==> src/rtl/ring_seq_pkg.sv <==
package ring_seq_pkg;

    localparam int unsigned SECT_LEN_DEF  = 5;
    localparam int unsigned NUM_SECT      = 2;
    localparam int unsigned MAX_RING_BITS = 32;

    typedef struct packed {
        logic first;
        logic second;
    } half_en_t;

    localparam half_en_t HALF_EN_RESET = '{first: 1'b1, second: 1'b0};

    // True when exactly one of the low 'width' bits is set.
    function automatic logic ring_is_onehot(input logic [MAX_RING_BITS-1:0] v,
                                            input int unsigned width);
        int unsigned ones;
        ones = 0;
        for (int unsigned i = 0; i < MAX_RING_BITS; i++) begin
            if (i < width && v[i]) ones++;
        end
        return (ones == 1);
    endfunction

endpackage

==> src/rtl/ring_section.sv <==
module ring_section #(
    parameter int unsigned LEN       = 5,
    parameter bit          LOAD_HEAD = 1'b0
) (
    input  logic           clk,
    input  logic           rst,
    input  logic           recover,
    input  logic           feed_in,
    output logic [LEN-1:0] stage_q
);
    localparam logic [LEN-1:0] LOAD_VAL = LOAD_HEAD ? LEN'(1) : '0;

    always_ff @(posedge clk) begin
        if (rst || recover) begin
            stage_q <= LOAD_VAL;
        end else begin
            stage_q <= {stage_q[LEN-2:0], feed_in};
        end
    end
endmodule

==> src/rtl/half_toggle.sv <==
module half_toggle
    import ring_seq_pkg::*;
(
    input  logic     clk,
    input  logic     rst,
    input  logic     set_p,
    input  logic     clr_p,
    output half_en_t en_q
);
    always_ff @(posedge clk) begin
        if (rst) begin
            en_q <= HALF_EN_RESET;
        end else begin
            if (set_p)      en_q.first <= 1'b1;
            else if (clr_p) en_q.first <= 1'b0;
            if (clr_p)      en_q.second <= 1'b1;
            else if (set_p) en_q.second <= 1'b0;
        end
    end
endmodule

==> src/rtl/ring_sequencer.sv <==
module ring_sequencer
    import ring_seq_pkg::*;
#(
    parameter int unsigned SECT_LEN = SECT_LEN_DEF
) (
    input  logic                         clk,
    input  logic                         rst,
    output logic [NUM_SECT*SECT_LEN-1:0] phase_o,
    output logic [SECT_LEN-1:0]          digit_sel_o,
    output logic                         carry_strobe_o,
    output logic                         en_first_o,
    output logic                         en_second_o,
    output logic                         ref_tap_o
);
    localparam int unsigned RING_LEN = NUM_SECT * SECT_LEN;
    localparam int unsigned TAIL_IDX = RING_LEN - 1;
    localparam int unsigned SEC2_HEAD = SECT_LEN;

    logic [RING_LEN-1:0] ring_state;
    logic                recover;
    half_en_t            half_en;

    assign recover = !ring_is_onehot(MAX_RING_BITS'(ring_state), RING_LEN);

    for (genvar s = 0; s < NUM_SECT; s++) begin : g_sect
        localparam int unsigned FEED_IDX = (s == 0) ? TAIL_IDX : s * SECT_LEN - 1;
        logic [SECT_LEN-1:0] sec_q;

        ring_section #(
            .LEN      (SECT_LEN),
            .LOAD_HEAD(s == 0)
        ) sect_i (
            .clk    (clk),
            .rst    (rst),
            .recover(recover),
            .feed_in(ring_state[FEED_IDX]),
            .stage_q(sec_q)
        );

        assign ring_state[s*SECT_LEN +: SECT_LEN] = sec_q;
    end

    // Tokens about to enter each section head flip the toggles, so each
    // enable lines up with its own section's five stages.
    half_toggle tog_i (
        .clk  (clk),
        .rst  (rst),
        .set_p(ring_state[TAIL_IDX]),
        .clr_p(ring_state[SEC2_HEAD-1]),
        .en_q (half_en)
    );

    assign phase_o        = ring_state;
    assign digit_sel_o    = ring_state[SEC2_HEAD +: SECT_LEN];
    assign carry_strobe_o = ring_state[SEC2_HEAD];
    assign ref_tap_o      = ring_state[TAIL_IDX];
    assign en_first_o     = half_en.first;
    assign en_second_o    = half_en.second;
endmodule

==> config.mk <==
export PLATFORM = sky130hd
export DESIGN_NAME = ring_sequencer
export DESIGN_NICKNAME = d
export VERILOG_FILES = /design/src/rtl/ring_seq_pkg.sv /design/src/rtl/ring_section.sv /design/src/rtl/half_toggle.sv /design/src/rtl/ring_sequencer.sv
export SDC_FILE = /design/constraint.sdc
export NUM_CORES = 1
export LEC_CHECK = 0
export CORE_AREA = 8 8 66 68
export DETAILED_ROUTE_END_ITERATION = 10
export DIE_AREA = 0 0 74 76
export PLACE_DENSITY = 0.81
export SLEW_MARGIN = 20
export SYNTH_ARGS = -nofsm -noshare
export SYNTH_HDL_FRONTEND = slang
export SYNTH_SLANG_ARGS = --single-unit
==> constraint.sdc <==
create_clock -name clk -period 5.9 [get_ports clk]
set_input_delay 0.59 -clock clk [delete_from_list [all_inputs] [get_ports clk]]
set_output_delay 0.59 -clock clk [all_outputs]
set_load 0.01 [all_outputs]
# After elaboration in Yosys (flattened, before gate mapping)
# Index checks and enable logic that the tools add are counted.
totals:
  register_bits: 12
  word_cells: 30
op_classes:
  n_addsub: 9
  eq_ne: 1
  mux: 12
  n_reduce_logical: 4
op_table:
  columns: ["op", "n"]
  rows:
  - ["$mux W32", 9]
  - ["$add A32 B1 Y32 const B", 8]
  - ["$eq A32 B1 Y1 const B", 1]
  - ["$mux W1", 3]
  - ["$add A1 B1 Y2 const B", 1]
  - ["$reduce_bool A2 Y1", 1]
  - ["$reduce_or A2 Y1", 1]
  - ["$logic_not A1 Y1", 1]
  - ["$logic_or A1 B1 Y1", 1]

# Longest topological paths before layout
# Gate-level depths: netlist of the first run.
depth:
  ltp_word: 22
  ltp_mapped: 31
  depth_no_buf: 31

# By module
# From an unflattened synthesis of the first run, not the netlist that was laid out.
hier_totals:
  hier_cells: 152
  hier_area_um2: 1278.7
modules_own_cells:
  columns: ["module", "n_inst", "cells_each", "area_per_inst_um2"]
  rows:
  - ["ring_sequencer", 1, 126, 940.9]
  - ["ring_section at g_sect[1].sect_i", 1, 10, 137.6]
  - ["ring_section at g_sect[0].sect_i", 1, 10, 136.4]
  - ["half_toggle", 1, 6, 63.8]

# Worst setup path before layout of the first run
# OpenSTA, ideal clock, no wires.
synth_path:
  kind: "reg2reg"
  start: "register g_sect[0].sect_i.stage_q[0]"
  end: "register g_sect[0].sect_i.stage_q[0]"
  setup_time_ns: 0.127
  arrival_time_ns: 6.123
  t_required_ns: 5.773
  setup_slack_ns: -0.351
  path_stages_with_launch: 30
  cell_sequence: "dfxtp_1 inv_1 ha_1 xor2_1 ha_1 nand2_1 o21ai_0 ha_1 nand2b_1 o21a_1 ha_1 nand2_1 nand3_1 ha_1 nor2_1 a31oi_1 ha_1 and2_1 or2_2 ha_1 nand2b_1 o31a_1 ha_1 xnor3_1 nand4_1 o311ai_0 a311o_1 o31ai_1 o221ai_2 or3_1"
synth_between:
  elab_chain_cells: 22
synth_lines:
  columns: ["item", "line_no", "text"]
  rows:
  - ["start, declared", "ring_section.sv:9", "output logic [LEN-1:0] stage_q"]
  - ["start signal, assigned", "ring_section.sv:17", "stage_q <= {stage_q[LEN-2:0], feed_in};"]
  - ["$mux W1 *", "ring_seq_pkg.sv:20", "if (i < width && v[i]) ones++;"]
  - ["$add A1 B1 Y2", "ring_seq_pkg.sv:20", null]
  - ["$mux W32 *", "ring_seq_pkg.sv:20", null]
  - ["$add A32 B1 Y32", "ring_seq_pkg.sv:20", null]
  - ["$mux W32 *", "ring_seq_pkg.sv:20", null]
  - ["$add A32 B1 Y32", "ring_seq_pkg.sv:20", null]
  - ["$mux W32 *", "ring_seq_pkg.sv:20", null]
  - ["$add A32 B1 Y32", "ring_seq_pkg.sv:20", null]
  - ["(+6 left out)", null, null]
  - ["$mux W32 *", "ring_seq_pkg.sv:20", null]
  - ["$add A32 B1 Y32", "ring_seq_pkg.sv:20", null]
  - ["$mux W32 *", "ring_seq_pkg.sv:20", null]
  - ["$add A32 B1 Y32", "ring_seq_pkg.sv:20", null]
  - ["$mux W32 *", "ring_seq_pkg.sv:20", null]
  - ["$eq A32 B1 Y1 *", "ring_seq_pkg.sv:22", "return (ones == 1);"]
  - ["$logic_not A1 Y1 *", "ring_sequencer.sv:23", "assign recover = !ring_is_onehot(MAX_RING_BITS'(ring_state), RING_LEN);"]
  - ["$logic_or A1 B1 Y1 *", "ring_section.sv:14", "if (rst || recover) begin"]
# Mark *: on every way between the ends. The rest lies on a longest branch, timed or not.
# A chain may end at the register's enable or synchronous reset.

# Worst setup path after layout of the first run
# Ends and elaborated chain as after synthesis.

==> results of run 1 <==
## cell usage in the layout (no fill, tap or decap), types with 3 or more instances in the layout
| cell | synthesis | final |
|---|---|---|
| sky130_fd_sc_hd__a31oi_1 | 5 | 4 |
| sky130_fd_sc_hd__inv_1 | 13 | 10 |
| sky130_fd_sc_hd__o211ai_1 | 5 | 5 |
| sky130_fd_sc_hd__or4_1 | 4 | 4 |
| sky130_fd_sc_hd__buf_4 | 9 | 22 |
| sky130_fd_sc_hd__dfxtp_1 | 12 | 9 |
| sky130_fd_sc_hd__xor2_1 | 5 | 4 |
| sky130_fd_sc_hd__a21oi_1 | 3 | 3 |
| sky130_fd_sc_hd__nand4_1 | 4 | 4 |
| sky130_fd_sc_hd__inv_2 | 1 | 4 |
| sky130_fd_sc_hd__nor3_1 | 11 | 11 |
| sky130_fd_sc_hd__nor4_1 | 3 | 3 |
| sky130_fd_sc_hd__clkbuf_4 | 0 | 3 |
| sky130_fd_sc_hd__xnor3_1 | 3 | 3 |
| sky130_fd_sc_hd__clkdlybuf4s50_1 | 0 | 20 |
| sky130_fd_sc_hd__nor2_1 | 8 | 7 |
| sky130_fd_sc_hd__nand2_1 | 9 | 7 |
| sky130_fd_sc_hd__ha_4 | 0 | 6 |
| sky130_fd_sc_hd__xnor2_1 | 12 | 11 |
| sky130_fd_sc_hd__nand3_1 | 4 | 3 |
## cell families after synthesis
logic type,Yosys count
compound gates,45
xor+xnor,27
fa+ha+maj,9
buf+inv,31
flops,12
simple gates,64
## sequential cells by signal (all words and copies together) (netlist names)
| signal | count |
|---|---|
| tog_i.en_q | 2 |
| g_sect.sect_i.stage_q | 10 |
## power by group through the flow
| stage | registers [mW] | logic (mW) | clock network [mW] |
|---|---|---|---|
| after global routing | 0.106 | 0.816 | 0.0695 |
| after detailed placement | 0.103 | 0.572 | 0 |
| after global placement | 0.102 | 0.562 | 0 |
| after floorplan | 0.101 | 0.375 | 0 |
| final | 0.105 | 0.782 | 0.0630 |
| after CTS | 0.103 | 0.640 | 0.0651 |
## worst reg2reg max path, delay by kind of cell, from the launching register on
family                   cells  cell delay (ns)
AO/OA/AOI/OAI                9             1.68
XOR/XNOR                     1             0.23
adder cells (fa/ha/maj)      8             2.03
buffers and inverters        1             0.09
flip-flops                   1             0.36
AND/OR/NAND/NOR             10             1.39
## metrics by stage
step | std cells | setup slack [ns] | TNS [ns]
finish | 266 | -0.0228 | -0.0228
global route | 266 | -0.155 | -0.764
CTS | 265 | 0.0100 | 0
detailed placement | 259 | -0.147 | -1.09
global placement | 259 | -0.0377 | -0.0518
floorplan | 188 | 0.0608 | 0
## per-layer routing
metal / routed length (um) / vias up / share of wire [%]
met1: 1930 / 758 / 40
li1: - / 763 / -
met4: 73 / 0 / 1.5
met3: 267 / 13 / 5.5
met2: 2610 / 81 / 53
met5: 0 / - / 0
## path summary, 6_finish.rpt
kind,from,to,slack (ns),depth (start not counted)
worst max-delay path,g_sect[0].sect_i.stage_q[0],g_sect[0].sect_i.stage_q[0],-0.02,29
worst min-delay path,tog_i.en_q[1],tog_i.en_q[1],0.48,1
worst min register to register,tog_i.en_q[1],tog_i.en_q[1],0.48,1
worst max register to register,g_sect[0].sect_i.stage_q[0],g_sect[0].sect_i.stage_q[0],-0.02,29
## cell usage after synthesis, types with 2 or more instances
library cell	count
sky130_fd_sc_hd__o211ai_1	5
sky130_fd_sc_hd__nand2_1	9
sky130_fd_sc_hd__nor3_1	11
sky130_fd_sc_hd__a311oi_1	2
sky130_fd_sc_hd__buf_6	6
sky130_fd_sc_hd__nor4_1	3
sky130_fd_sc_hd__nor2_1	8
sky130_fd_sc_hd__xnor2_1	12
sky130_fd_sc_hd__nand4b_1	2
sky130_fd_sc_hd__a21oi_1	3
sky130_fd_sc_hd__and3_1	2
sky130_fd_sc_hd__o311ai_0	2
sky130_fd_sc_hd__nand4_1	4
sky130_fd_sc_hd__nand3_1	4
sky130_fd_sc_hd__xnor2_4	2
sky130_fd_sc_hd__buf_4	9
sky130_fd_sc_hd__o21ai_0	4
sky130_fd_sc_hd__or2_2	3
sky130_fd_sc_hd__a31oi_1	5
sky130_fd_sc_hd__nand2b_1	3
sky130_fd_sc_hd__xor2_1	5
sky130_fd_sc_hd__ha_1	9
sky130_fd_sc_hd__inv_1	13
sky130_fd_sc_hd__and2_1	3
sky130_fd_sc_hd__o31ai_1	3
sky130_fd_sc_hd__dfxtp_1	12
sky130_fd_sc_hd__o21a_1	2
sky130_fd_sc_hd__or4_1	4
sky130_fd_sc_hd__xnor3_1	3
sky130_fd_sc_hd__o211a_1	2
## final cells by class
cell class / instances / area share [%]
well taps: 48 / 2.76
flip-flops and latches: 12 / 11.3
inverters: 14 / 2.42
multi-input cells: 145 / 64.5
repair buffers: 43 / 17.3
clock buffers: 4 / 1.67
## timing repair
item	in CTS	in global routing
pin swaps	3	11
buffers inserted	2	1
resized for setup	11	21
endpoints found under the setup margin	10	10
==> metrics.md, run 1 <==
| Metric | Value |
|---|---|
| Status | `finished, violations left` |
| Violated checks | `negative setup slack` |
| Most common cell type on the critical path | `sky130_fd_sc_hd__ha_4` |
| Buf/Inv on CP | `1` |
| Number of instances in the synthesized netlist | `188` |
| Switching component of the power | `403 uW` |
| Cts bufs inserted | `3` |
| Starting density of the core | `48.1%` |
| Post-route clock skew | `0.00221 ns` |
| Antenna violations before repair | `0` |
| Maximum number of pins on one net before global-route repair | `13` |
| I/O pins | `21` |
| Share of post-route cells with drive strength above 1 | `32.1%` |
| Critical-path maximum fanout | `3` |
| Min-Delay Path Class | `reg -> reg` |
| Floorplan Core Area | `3440 sq um` |
| CTS H-tree lvls | `1` |
| Post-layout nets | `230` |
| Buffers from clock root to sink, at most | `2` |
| Synth Area in Compound Gates | `21.8%` |
| Hold Worst Slack | `0.478 ns` |
| Sinks on Clock Net | `12` |
| Post-layout minimum cycle time | `5.92 ns` |
| Clock power frac | `6.6%` |
| Tcrit/Tclk final | `100%` |
| Die width | `74 um` |
| Transition time at the pin with the least slew margin | `0.759 ns` |
| Post-synth ARST share | `0%` |
| Peak supply drop | `0.321 mV` |
| Slew Viols, Final | `0` |
| Total of max-cap violations | `0` |
| TritonCTS clock tree | `done` |
| Antenna diode instance count | `0` |
| # setup viols final | `1` |
| Switch share | `42.4%` |
| Relative contribution of combinational cells to total power | `82.4%` |
| Footprint of the multi-input gates | `1400 sq um` |
| PnR worst setup slack | `-0.0228 ns` |
| Top cells by area, synth | `sky130_fd_sc_hd__dfxtp_1 (15%), sky130_fd_sc_hd__ha_1 (6.8%), sky130_fd_sc_hd__xnor2_1 (6.3%), sky130_fd_sc_hd__buf_4 (4.1%), sky130_fd_sc_hd__buf_6 (4.1%)` |
| Vias in the first global route | `1,574` |
| Leakage power total | `0.817 nW` |
| Via Count | `1,615` |
| Met3 usage in global routing | `1.58%` |
| GRT met2 Usage | `27.4%` |
| Number of remaining DRC errors | `0` |
| Placement row count | `22` |
| Overall track demand over capacity in global routing | `15.5%` |
| Post-route core utilization | `63.2%` |
| Avg Vias per Cell | `6.07` |
| Worst EP arrival | `6.07 ns` |
| Final hold violations | `0` |
| Kind of critical path | `reg -> reg` |
| Worst-path clk slew | `0.07 ns` |
| Number of synthesized flops with an enable pin | `0` |
| Simple-gate share of the synthesized area | `22.1%` |
| Clock latency at the later pin of the worst-skew pair | `0.26 ns` |
| Endpoint type of the worst setup path | `flop` |
| Post-synthesis adder-cell area fraction | `6.80%` |
| Fraction of power consumed by sequential logic | `11.0%` |
| Netlist area before placement | `1660 sq um` |
| Share of the yosys chip area belonging to registers | `14.5%` |
| Max Clock Freq | `169 MHz` |
| Detailed-routing iteration count for the pre-antenna-repair pass | `6` |
| DP HPWL | `3260 um` |
| Overall overflow remaining after global route | `0` |
| Tightest slew margin relative to the limit | `49.3%` |
| Port bufs | `20` |
| Total power divided by cell area | `437 nW/um^2` |
| Largest family of logic cells by synthesized area | `XOR/XNOR gates` |
| Total design power | `950 uW` |
| Post-placement cell area | `1950 sq um` |
| Wire length of the first global-routing pass | `7220 um` |
| Distinct cell type count after synthesis | `63` |
| Detailed Route WL | `4890 um` |
| Final weighted congestion in routability-driven placement | `0.885` |
| Layer with the highest usage after global routing | `met2` |
| Area leader, netlist | `sky130_fd_sc_hd__dfxtp_1` |
| Critical Path Max Stage Delay | `0.36 ns` |
| Critical Path RT | `6.05 ns` |
| CP top delay family | `adder cells` |
| Cts-stage hold buffer count | `0` |
| Vertical die dimension | `76 um` |
| Multiplexer share of the synthesized area | `0%` |
| Sequential standard cell area | `246 sq um` |
| Number of nets produced by synthesis | `199` |
| Internal Power | `547 uW` |
| Synthesized area per cell | `8.80 sq um` |
| Cell with the largest stage delay on the worst path | `sky130_fd_sc_hd__dfxtp_4` |
| Die outline area | `5620 sq um` |
| Buffer type at the clock tree root | `sky130_fd_sc_hd__clkbuf_4` |
| WL per Instance | `18.4 um` |
| Most instantiated flip-flop cell in the synthesis netlist | `sky130_fd_sc_hd__dfxtp_1` |
| Area share of the largest cell type after synthesis | `14.5%` |
| Area share of xor/xnor cells in the synthesized design | `22.9%` |
| 1st-iter DRT viols | `82` |
| Count of warnings emitted by yosys | `0` |
| Met1 layer usage reported by global route | `18.3%` |
| Number of flip-flops and latches in the synthesized netlist | `12` |
| FILL cells | `260` |
| Type of element launching the critical path | `flop` |
| Antenna-violating nets left | `0` |
| Signed area change from the synthesized netlist to the final layout | `31.4%` |
| Total non-filler cell area in the finished layout | `2180 sq um` |
Note: power is estimated with default switching activity, not from simulation.
==> run 2, diff against run 1 <==
--- a/config.mk
+++ b/config.mk
@@ -8,7 +8,7 @@
 export CORE_AREA = 8 8 66 68
 export DETAILED_ROUTE_END_ITERATION = 10
 export DIE_AREA = 0 0 74 76
-export PLACE_DENSITY = 0.81
+export PLACE_DENSITY = 0.87
 export SLEW_MARGIN = 20
 export SYNTH_ARGS = -nofsm -noshare
 export SYNTH_HDL_FRONTEND = slang
==> metrics.md, run 2 (synthesis gave the netlist of run 1 again) <==
| Metric | Value |
|---|---|
| Hold Worst Slack | `0.478 ns (about the same)` |
| Most common cell type on the critical path | `sky130_fd_sc_hd__ha_4 (unchanged)` |
| Antenna-violating nets left | `0 (unchanged)` |
| Total non-filler cell area in the finished layout | `2210 sq um (was 2180 sq um)` |
| Post-route non-filler standard cell count | `275 (was 266)` |
| WL per Instance | `18.1 um (was 18.4 um)` |
| Wire length of the first global-routing pass | `7180 um (was 7220 um)` |
| Share of post-route cells with drive strength above 1 | `34.4% (was 32.1%)` |
| Buffers from clock root to sink, at most | `2 (unchanged)` |
| Reg-to-Reg Start | `g_sect[0].sect_i.stage_q[0] (unchanged)` |
| Overall track demand over capacity in global routing | `15.5% (about the same)` |
| Avg Vias per Cell | `6.00 (was 6.07)` |
| Detailed-routing iteration count for the pre-antenna-repair pass | `4 (was 6)` |
| Cell with the largest stage delay on the worst path | `sky130_fd_sc_hd__dfxtp_2 (was sky130_fd_sc_hd__dfxtp_4)` |
| Starting density of the core | `48.1% (unchanged)` |
| Detailed Route WL | `4980 um (was 4890 um)` |
| Post-route clock skew | `0.000304 ns (was 0.00221 ns)` |
| Post-placement cell area | `1960 sq um (was 1950 sq um)` |
| Signed area change from the synthesized netlist to the final layout | `33.5% (was 31.4%)` |
| Switching component of the power | `406 uW (was 403 uW)` |
| Final hold violations | `0 (unchanged)` |
| Number of stages on the worst hold path | `1 (unchanged)` |
| Number of remaining DRC errors | `0 (unchanged)` |
| Highest-count cells in the layout ignoring fill and taps | `sky130_fd_sc_hd__buf_4 (32), sky130_fd_sc_hd__clkdlybuf4s50_1 (20), sky130_fd_sc_hd__inv_1 (11), sky130_fd_sc_hd__xnor2_1 (11), sky130_fd_sc_hd__dfxtp_1 (10) (was sky130_fd_sc_hd__buf_4 (22), sky130_fd_sc_hd__clkdlybuf4s50_1 (20), sky130_fd_sc_hd__xnor2_1 (11), sky130_fd_sc_hd__nor3_1 (11), sky130_fd_sc_hd__inv_1 (10))` |
| Registers with the most flip-flops | `g_sect.sect_i.stage_q: 10 flops, tog_i.en_q: 2 flops (unchanged)` |
| Min-Delay Path Class | `reg -> reg (unchanged)` |
| Clock latency at the later pin of the worst-skew pair | `0.27 ns (was 0.26 ns)` |
| Worst EP arrival | `6.01 ns (was 6.07 ns)` |
| Die width | `74 um (unchanged)` |
| Floorplan Core Area | `3440 sq um (unchanged)` |
| FILL cells | `240 (was 260)` |
| Cts bufs inserted | `3 (unchanged)` |
| Buf/Inv on CP | `1 (unchanged)` |
| Reg-to-reg setup timing slack | `0.04 ns (was -0.02 ns)` |
| Switch share | `41.8% (was 42.4%)` |
| Tcrit/Tclk final | `99.2% (was 100%)` |
| Via Count | `1,651 (was 1,615)` |
| Leading cell type in the layout, fill and taps excluded | `sky130_fd_sc_hd__buf_4 (unchanged)` |
| Clock power frac | `6.6% (about the same)` |
| Maximum number of pins on one net before global-route repair | `13 (unchanged)` |
| Critical-path maximum fanout | `3 (unchanged)` |
| Sequential standard cell area | `243 sq um (was 246 sq um)` |
| Relative contribution of combinational cells to total power | `82.9% (was 82.4%)` |
| I/O pins | `21 (unchanged)` |
| Footprint of the multi-input gates | `1380 sq um (was 1400 sq um)` |
| Antenna violations before repair | `0 (unchanged)` |
| Kind of critical path | `reg -> reg (unchanged)` |
| Worst Hold Path EP | `tog_i.en_q[1] (unchanged)` |
| Tightest slew margin relative to the limit | `50.6% (was 49.3%)` |
| Placement row count | `22 (unchanged)` |
| Internal Power | `566 uW (was 547 uW)` |
| Critical Path RT | `6.05 ns (about the same)` |
| Die outline area | `5620 sq um (unchanged)` |
| RSZ-0062 raised after global routing | `yes` |
| Cts-stage hold buffer count | `0 (unchanged)` |
| Buffer type at the clock tree root | `sky130_fd_sc_hd__clkbuf_4 (unchanged)` |
| CP top delay family | `adder cells (unchanged)` |
| Depth of the worst register-to-register path | `29 (unchanged)` |
| Peak supply drop | `0.418 mV (was 0.321 mV)` |
| Transition time at the pin with the least slew margin | `0.739 ns (was 0.759 ns)` |
| Post-layout minimum cycle time | `5.86 ns (was 5.92 ns)` |
| Antenna diode instance count | `0 (unchanged)` |
| Overall overflow remaining after global route | `0 (unchanged)` |
| Status | `finished clean (was finished, violations left)` |
| Final weighted congestion in routability-driven placement | `0.973 (was 0.885)` |
| End of the worst register-to-register path | `g_sect[0].sect_i.stage_q[0] (unchanged)` |
| Cell total after placement | `261 (was 259)` |
| Leakage power total | `0.857 nW (was 0.817 nW)` |
| Hold Crit Start | `tog_i.en_q[1] (unchanged)` |
| Total power divided by cell area | `440 nW/um^2 (was 437 nW/um^2)` |
| Port bufs | `20 (unchanged)` |
| Type of element launching the critical path | `flop (unchanged)` |
| Critical Path Max Stage Delay | `0.36 ns (about the same)` |
| Reg with most FFs | `g_sect.sect_i.stage_q (unchanged)` |
| # setup viols final | `0 (was 1)` |
| Vias in the first global route | `1,540 (was 1,574)` |
| Worst-path clk slew | `0.07 ns (about the same)` |
| First element of the critical path | `g_sect[0].sect_i.stage_q[0] (unchanged)` |
| DP HPWL | `3220 um (was 3260 um)` |
| Flip-flop count of the largest register, all copies and words added | `10 (unchanged)` |
| Vertical die dimension | `76 um (unchanged)` |
| Setup_tns | `0 ns (was -0.0228 ns)` |
| Max Clock Freq | `171 MHz (was 169 MHz)` |
| Total of max-cap violations | `0 (unchanged)` |
| Fraction of power consumed by sequential logic | `10.5% (was 11.0%)` |
| CTS H-tree lvls | `1 (unchanged)` |
| 1st-iter DRT viols | `138 (was 82)` |
| Post-layout nets | `239 (was 230)` |
| Slew Viols, Final | `0 (unchanged)` |
| Sinks on Clock Net | `12 (unchanged)` |
| Endpoint type of the worst setup path | `flop (unchanged)` |
| TritonCTS clock tree | `done (unchanged)` |
==> run 2: cell count changes in the layout (fill, tap and decap cells not counted), sizes merged <==
cell  delta
buf      +9
==> run 2: worst max path at each step <==
stage	cells past startpoint	end	slack (ns)
floorplan	29	g_sect[0].sect_i.stage_q[0]	0.06
global placement	29	g_sect[0].sect_i.stage_q[0]	-0.05
detailed placement	29	g_sect[0].sect_i.stage_q[0]	-0.19
CTS	29	g_sect[0].sect_i.stage_q[0]	-0.01
global route	29	g_sect[0].sect_i.stage_q[0]	-0.11
finish	29	g_sect[0].sect_i.stage_q[0]	0.04
==> run 2: power groups by stage <==
stage               Clock [mW]  Sequential [mW]  Combinational (mW)
global route            0.0701            0.103               0.857
global placement             0            0.100               0.560
CTS                     0.0661            0.101               0.691
detailed placement           0            0.101               0.584
floorplan                    0            0.101               0.375
finish                  0.0645            0.102               0.805
==> run 2: area by class of cell <==
cell class / count / share of cell area, %
multi-input combinational: 145 / 62.3
timing repair buffer: 52 / 19.9
sequential: 12 / 11.0
tap: 48 / 2.72
inverter: 14 / 2.38
clock buffer: 4 / 1.64
==> run 2: through the flow <==
stage | util, % | power, mW | worst slack (ns)
after floorplan | - | 0.476 | 0.0608
after global placement | 57.1 | 0.661 | -0.0474
after detailed placement | 57.1 | 0.686 | -0.191
after CTS | 61.6 | 0.858 | -0.0134
after global routing | 64.2 | 1.03 | -0.114
final | 64.2 | 0.972 | 0.0447
==> run 2: what timing repair did <==
item,4_1_cts,5_1_grt
pin swaps,11,10
setup buffers,5,5
hold endpoints to repair,0,0
resized for setup,18,8
setup endpoints to repair,10,10
==> run 2: worst register-to-register path, delay by kind of cell, from the launching register on <==
| kind | cells | cell delay (ns) |
|---|---|---|
| buffers and inverters | 1 | 0.06 |
| xor gates and xnor gates | 2 | 0.39 |
| and+or+nand+nor | 10 | 1.37 |
| DFF | 1 | 0.36 |
| adders and majority gates | 8 | 2.11 |
| AOI/OAI and AO/OA | 8 | 1.45 |
==> run 2: per-layer routing <==
layer,share of wire (%),GRT usage [%],up-vias
li1,-,-,778
met1,41,19.3,773
met2,52,26.5,82
met3,4.7,2.11,18
met4,2.9,4.20,0
met5,0,0,-
==> run 3, diff against run 2 <==
--- a/config.mk
+++ b/config.mk
@@ -5,10 +5,11 @@
 export SDC_FILE = /design/constraint.sdc
 export NUM_CORES = 1
 export LEC_CHECK = 0
-export CORE_AREA = 8 8 66 68
+export CORE_AREA = 8 8 93 61
+export CTS_BUF_LIST = sky130_fd_sc_hd__clkbuf_16
 export DETAILED_ROUTE_END_ITERATION = 10
-export DIE_AREA = 0 0 74 76
-export PLACE_DENSITY = 0.87
+export DIE_AREA = 0 0 101 69
+export PLACE_DENSITY = 0.73
 export SLEW_MARGIN = 20
 export SYNTH_ARGS = -nofsm -noshare
 export SYNTH_HDL_FRONTEND = slang
==> metrics.md, run 3 (synthesis gave the netlist of run 1 again) <==
| Metric | Value |
|---|---|
| Status | `finished clean (unchanged)` |
| Final weighted congestion in routability-driven placement | `0.940 (was 0.973)` |
| Clock latency at the later pin of the worst-skew pair | `0.24 ns (was 0.27 ns)` |
| Flip-flop count of the largest register, all copies and words added | `10 (unchanged)` |
| Kind of critical path | `reg -> reg (unchanged)` |
| Overall overflow remaining after global route | `0 (unchanged)` |
| Leading cell type in the layout, fill and taps excluded | `sky130_fd_sc_hd__buf_4 (unchanged)` |
| Layer with the highest usage after global routing | `met1 (was met2)` |
| Reg-to-reg setup timing slack | `0.14 ns (was 0.04 ns)` |
| Registers with the most flip-flops | `g_sect.sect_i.stage_q: 10 flops, tog_i.en_q: 2 flops (unchanged)` |
| Worst Hold Path EP | `tog_i.en_q[1] (unchanged)` |
| Worst slack at placement | `-0.257 ns (was -0.191 ns)` |
| Setup_tns | `0 ns (unchanged)` |
| 1st-iter DRT viols | `118 (was 138)` |
| Vertical die dimension | `69 um (was 76 um)` |
| Internal Power | `629 uW (was 566 uW)` |
| Vias in the first global route | `1,567 (was 1,540)` |
| Cell with the largest stage delay on the worst path | `sky130_fd_sc_hd__dfxtp_4 (was sky130_fd_sc_hd__dfxtp_2)` |
| Detailed-routing iteration count for the pre-antenna-repair pass | `4 (unchanged)` |
| Max Clock Freq | `174 MHz (was 171 MHz)` |
| Post-layout nets | `237 (was 239)` |
| Share of post-route cells with drive strength above 1 | `35.1% (was 34.4%)` |
| Post-route clock skew | `0.00372 ns (was 0.000304 ns)` |
| Overall track demand over capacity in global routing | `13.8% (was 15.5%)` |
| Maximum number of pins on one net before global-route repair | `13 (unchanged)` |
| Antenna diode instance count | `0 (unchanged)` |
| # setup viols final | `0 (unchanged)` |
| Buffers from clock root to sink, at most | `2 (unchanged)` |
| CTS H-tree lvls | `1 (unchanged)` |
| Leakage power total | `0.879 nW (was 0.857 nW)` |
| Min-Delay Path Class | `reg -> reg (unchanged)` |
| Worst-path clk slew | `0.04 ns (was 0.07 ns)` |
| Number of stages on the worst hold path | `1 (unchanged)` |
| Relative contribution of combinational cells to total power | `77.5% (was 82.9%)` |
| Depth of the worst register-to-register path | `30 (was 29)` |
| Endpoint type of the worst setup path | `flop (unchanged)` |
| Type of element launching the critical path | `flop (unchanged)` |
| Die outline area | `6970 sq um (was 5620 sq um)` |
| WL per Instance | `16.9 um (was 18.1 um)` |
| Floorplan Core Area | `4370 sq um (was 3440 sq um)` |
| Tightest slew margin relative to the limit | `51.9% (was 50.6%)` |
| I/O pins | `21 (unchanged)` |
| RSZ-0062 raised after global routing | `yes (unchanged)` |
| Clock power frac | `12.3% (was 6.6%)` |
| Via Count | `1,622 (was 1,651)` |
| TritonCTS clock tree | `done (unchanged)` |
| Cts bufs inserted | `3 (unchanged)` |
| GRT met2 Usage | `17.9% (was 26.5%)` |
| Die width | `101 um (was 74 um)` |
| Worst EP arrival | `5.88 ns (was 6.01 ns)` |
| Detailed Route WL | `4880 um (was 4980 um)` |
| Reg with most FFs | `g_sect.sect_i.stage_q (unchanged)` |
| Transition time at the pin with the least slew margin | `0.715 ns (was 0.739 ns)` |
| End of the worst register-to-register path | `g_sect[0].sect_i.stage_q[0] (unchanged)` |
| Switch share | `39.4% (was 41.8%)` |
| Highest-count cells in the layout ignoring fill and taps | `sky130_fd_sc_hd__buf_4 (29), sky130_fd_sc_hd__clkdlybuf4s50_1 (20), sky130_fd_sc_hd__xnor2_1 (11) (was sky130_fd_sc_hd__buf_4 (32), sky130_fd_sc_hd__clkdlybuf4s50_1 (20), sky130_fd_sc_hd__inv_1 (11), sky130_fd_sc_hd__xnor2_1 (11), sky130_fd_sc_hd__dfxtp_1 (10))` |
| Tcrit/Tclk final | `97.6% (was 99.2%)` |
| Starting density of the core | `37.8% (was 48.1%)` |
| Switching component of the power | `409 uW (was 406 uW)` |
| Most common cell type on the critical path | `sky130_fd_sc_hd__ha_4 (unchanged)` |
| Reg-to-Reg Start | `g_sect[0].sect_i.stage_q[0] (unchanged)` |
| Critical Path RT | `6.02 ns (was 6.05 ns)` |
| Placement row count | `19 (was 22)` |
| Signed area change from the synthesized netlist to the final layout | `39.9% (was 33.5%)` |
| Slew Viols, Final | `0 (unchanged)` |
| FILL cells | `412 (was 240)` |
| Buffer type at the clock tree root | `sky130_fd_sc_hd__clkbuf_16 (was sky130_fd_sc_hd__clkbuf_4)` |
| Number of remaining DRC errors | `0 (unchanged)` |
| Critical Path Max Stage Delay | `0.37 ns (was 0.36 ns)` |
| Antenna violations before repair | `0 (unchanged)` |
| Fraction of power consumed by sequential logic | `10.2% (was 10.5%)` |
| Peak supply drop | `0.223 mV (was 0.418 mV)` |
| Wire length of the first global-routing pass | `7890 um (was 7180 um)` |
| DP HPWL | `3650 um (was 3220 um)` |
| Hold Crit Start | `tog_i.en_q[1] (unchanged)` |
| PnR worst setup slack | `0.140 ns (was 0.0447 ns)` |
| Critical-path maximum fanout | `3 (unchanged)` |
| Final hold violations | `0 (unchanged)` |
| Port bufs | `20 (unchanged)` |
| Total power divided by cell area | `448 nW/um^2 (was 440 nW/um^2)` |
| Total of max-cap violations | `0 (unchanged)` |
| Met1 layer usage reported by global route | `21.9% (was 19.3%)` |
| Post-layout minimum cycle time | `5.76 ns (was 5.86 ns)` |
| Sinks on Clock Net | `12 (unchanged)` |
| Antenna-violating nets left | `0 (unchanged)` |
| Avg Vias per Cell | `5.63 (was 6.00)` |
| Met3 usage in global routing | `2.71% (was 2.11%)` |
run 3: cell count changes in the layout (fill, tap and decap cells not counted), sizes merged:
| cell | previous run | this run |
|---|---|---|
| buf | 32 | 30 |
| clkbuf | 4 | 3 |
| clkinv | 0 | 1 |
run 3: worst max-delay path, delay by kind of cell, from the launching register on:
kind / cells / cell delay (ns)
adders and majority gates: 8 / 2.02
and+or+nand+nor: 10 / 1.34
buffers and inverters: 2 / 0.20
xor gates and xnor gates: 2 / 0.45
DFF: 1 / 0.37
AOI/OAI and AO/OA: 8 / 1.25
run 3: repair_timing:
item / 4_1_cts / 5_1_grt
resized for setup: 19 / 16
setup endpoints to repair: 10 / 10
setup buffers: 3 / 6
pin swaps: 11 / 12
hold buffers: 0 / 0
hold endpoints to repair: 0 / 0
run 3: area by class of cell:
class	count	area [sq um]	area share, %
Clock buffer	3	75.1	3.24
Clock inverter	1	3.75	0.162
Inverter	14	55.1	2.38
Multi-Input combinational cell	145	1430	61.6
Sequential cell	12	246	10.6
Tap cell	63	78.8	3.40
Timing Repair Buffer	50	429	18.5
run 3: power by group through the flow:
stage / clock network, mW / registers [mW] / logic, mW
after floorplan: 0 / 0.101 / 0.375
after global placement: 0 / 0.102 / 0.588
after detailed placement: 0 / 0.103 / 0.594
after CTS: 0.127 / 0.105 / 0.686
after global routing: 0.131 / 0.107 / 0.869
final: 0.127 / 0.106 / 0.804
run 3: how the worst max path moves through the flow:
| stage | from | endpoint | cells after the start | slack [ns] |
|---|---|---|---|---|
| after global routing | g_sect[0].sect_i.stage_q[0] | g_sect[0].sect_i.stage_q[0] | 30 | -0.09 |
| after CTS | g_sect[0].sect_i.stage_q[0] | g_sect[0].sect_i.stage_q[0] | 30 | 0.002 |
| after floorplan | g_sect[0].sect_i.stage_q[0] | g_sect[0].sect_i.stage_q[0] | 29 | 0.06 |
| final | g_sect[0].sect_i.stage_q[0] | g_sect[0].sect_i.stage_q[0] | 30 | 0.14 |
| after global placement | g_sect[0].sect_i.stage_q[0] | g_sect[0].sect_i.stage_q[0] | 30 | -0.21 |
| after detailed placement | g_sect[0].sect_i.stage_q[0] | g_sect[0].sect_i.stage_q[0] | 30 | -0.26 |
run 3: layer usage:
layer	wire length [um]	part of all wire (%)	vias to the layer above
li1	-	-	774
met1	2590	53	786
met2	1880	39	57
met3	370	7.6	5
met4	40	0.82	0
met5	0	0	-
run 3: stage by stage:
step / hold slack [ns] / instances / instance area (sq um) / power (mW) / util (%)
after detailed placement: 0.465 / 275 / 1980 / 0.697 / 45.2
after CTS: 0.477 / 282 / 2170 / 0.918 / 49.5
final: 0.472 / 288 / 2320 / 1.04 / 52.9
after global placement: 0.450 / 275 / 1980 / 0.691 / 45.2
after global routing: 0.501 / 288 / 2320 / 1.11 / 52.9
after floorplan: 0.488 / 188 / 1680 / 0.476 / -
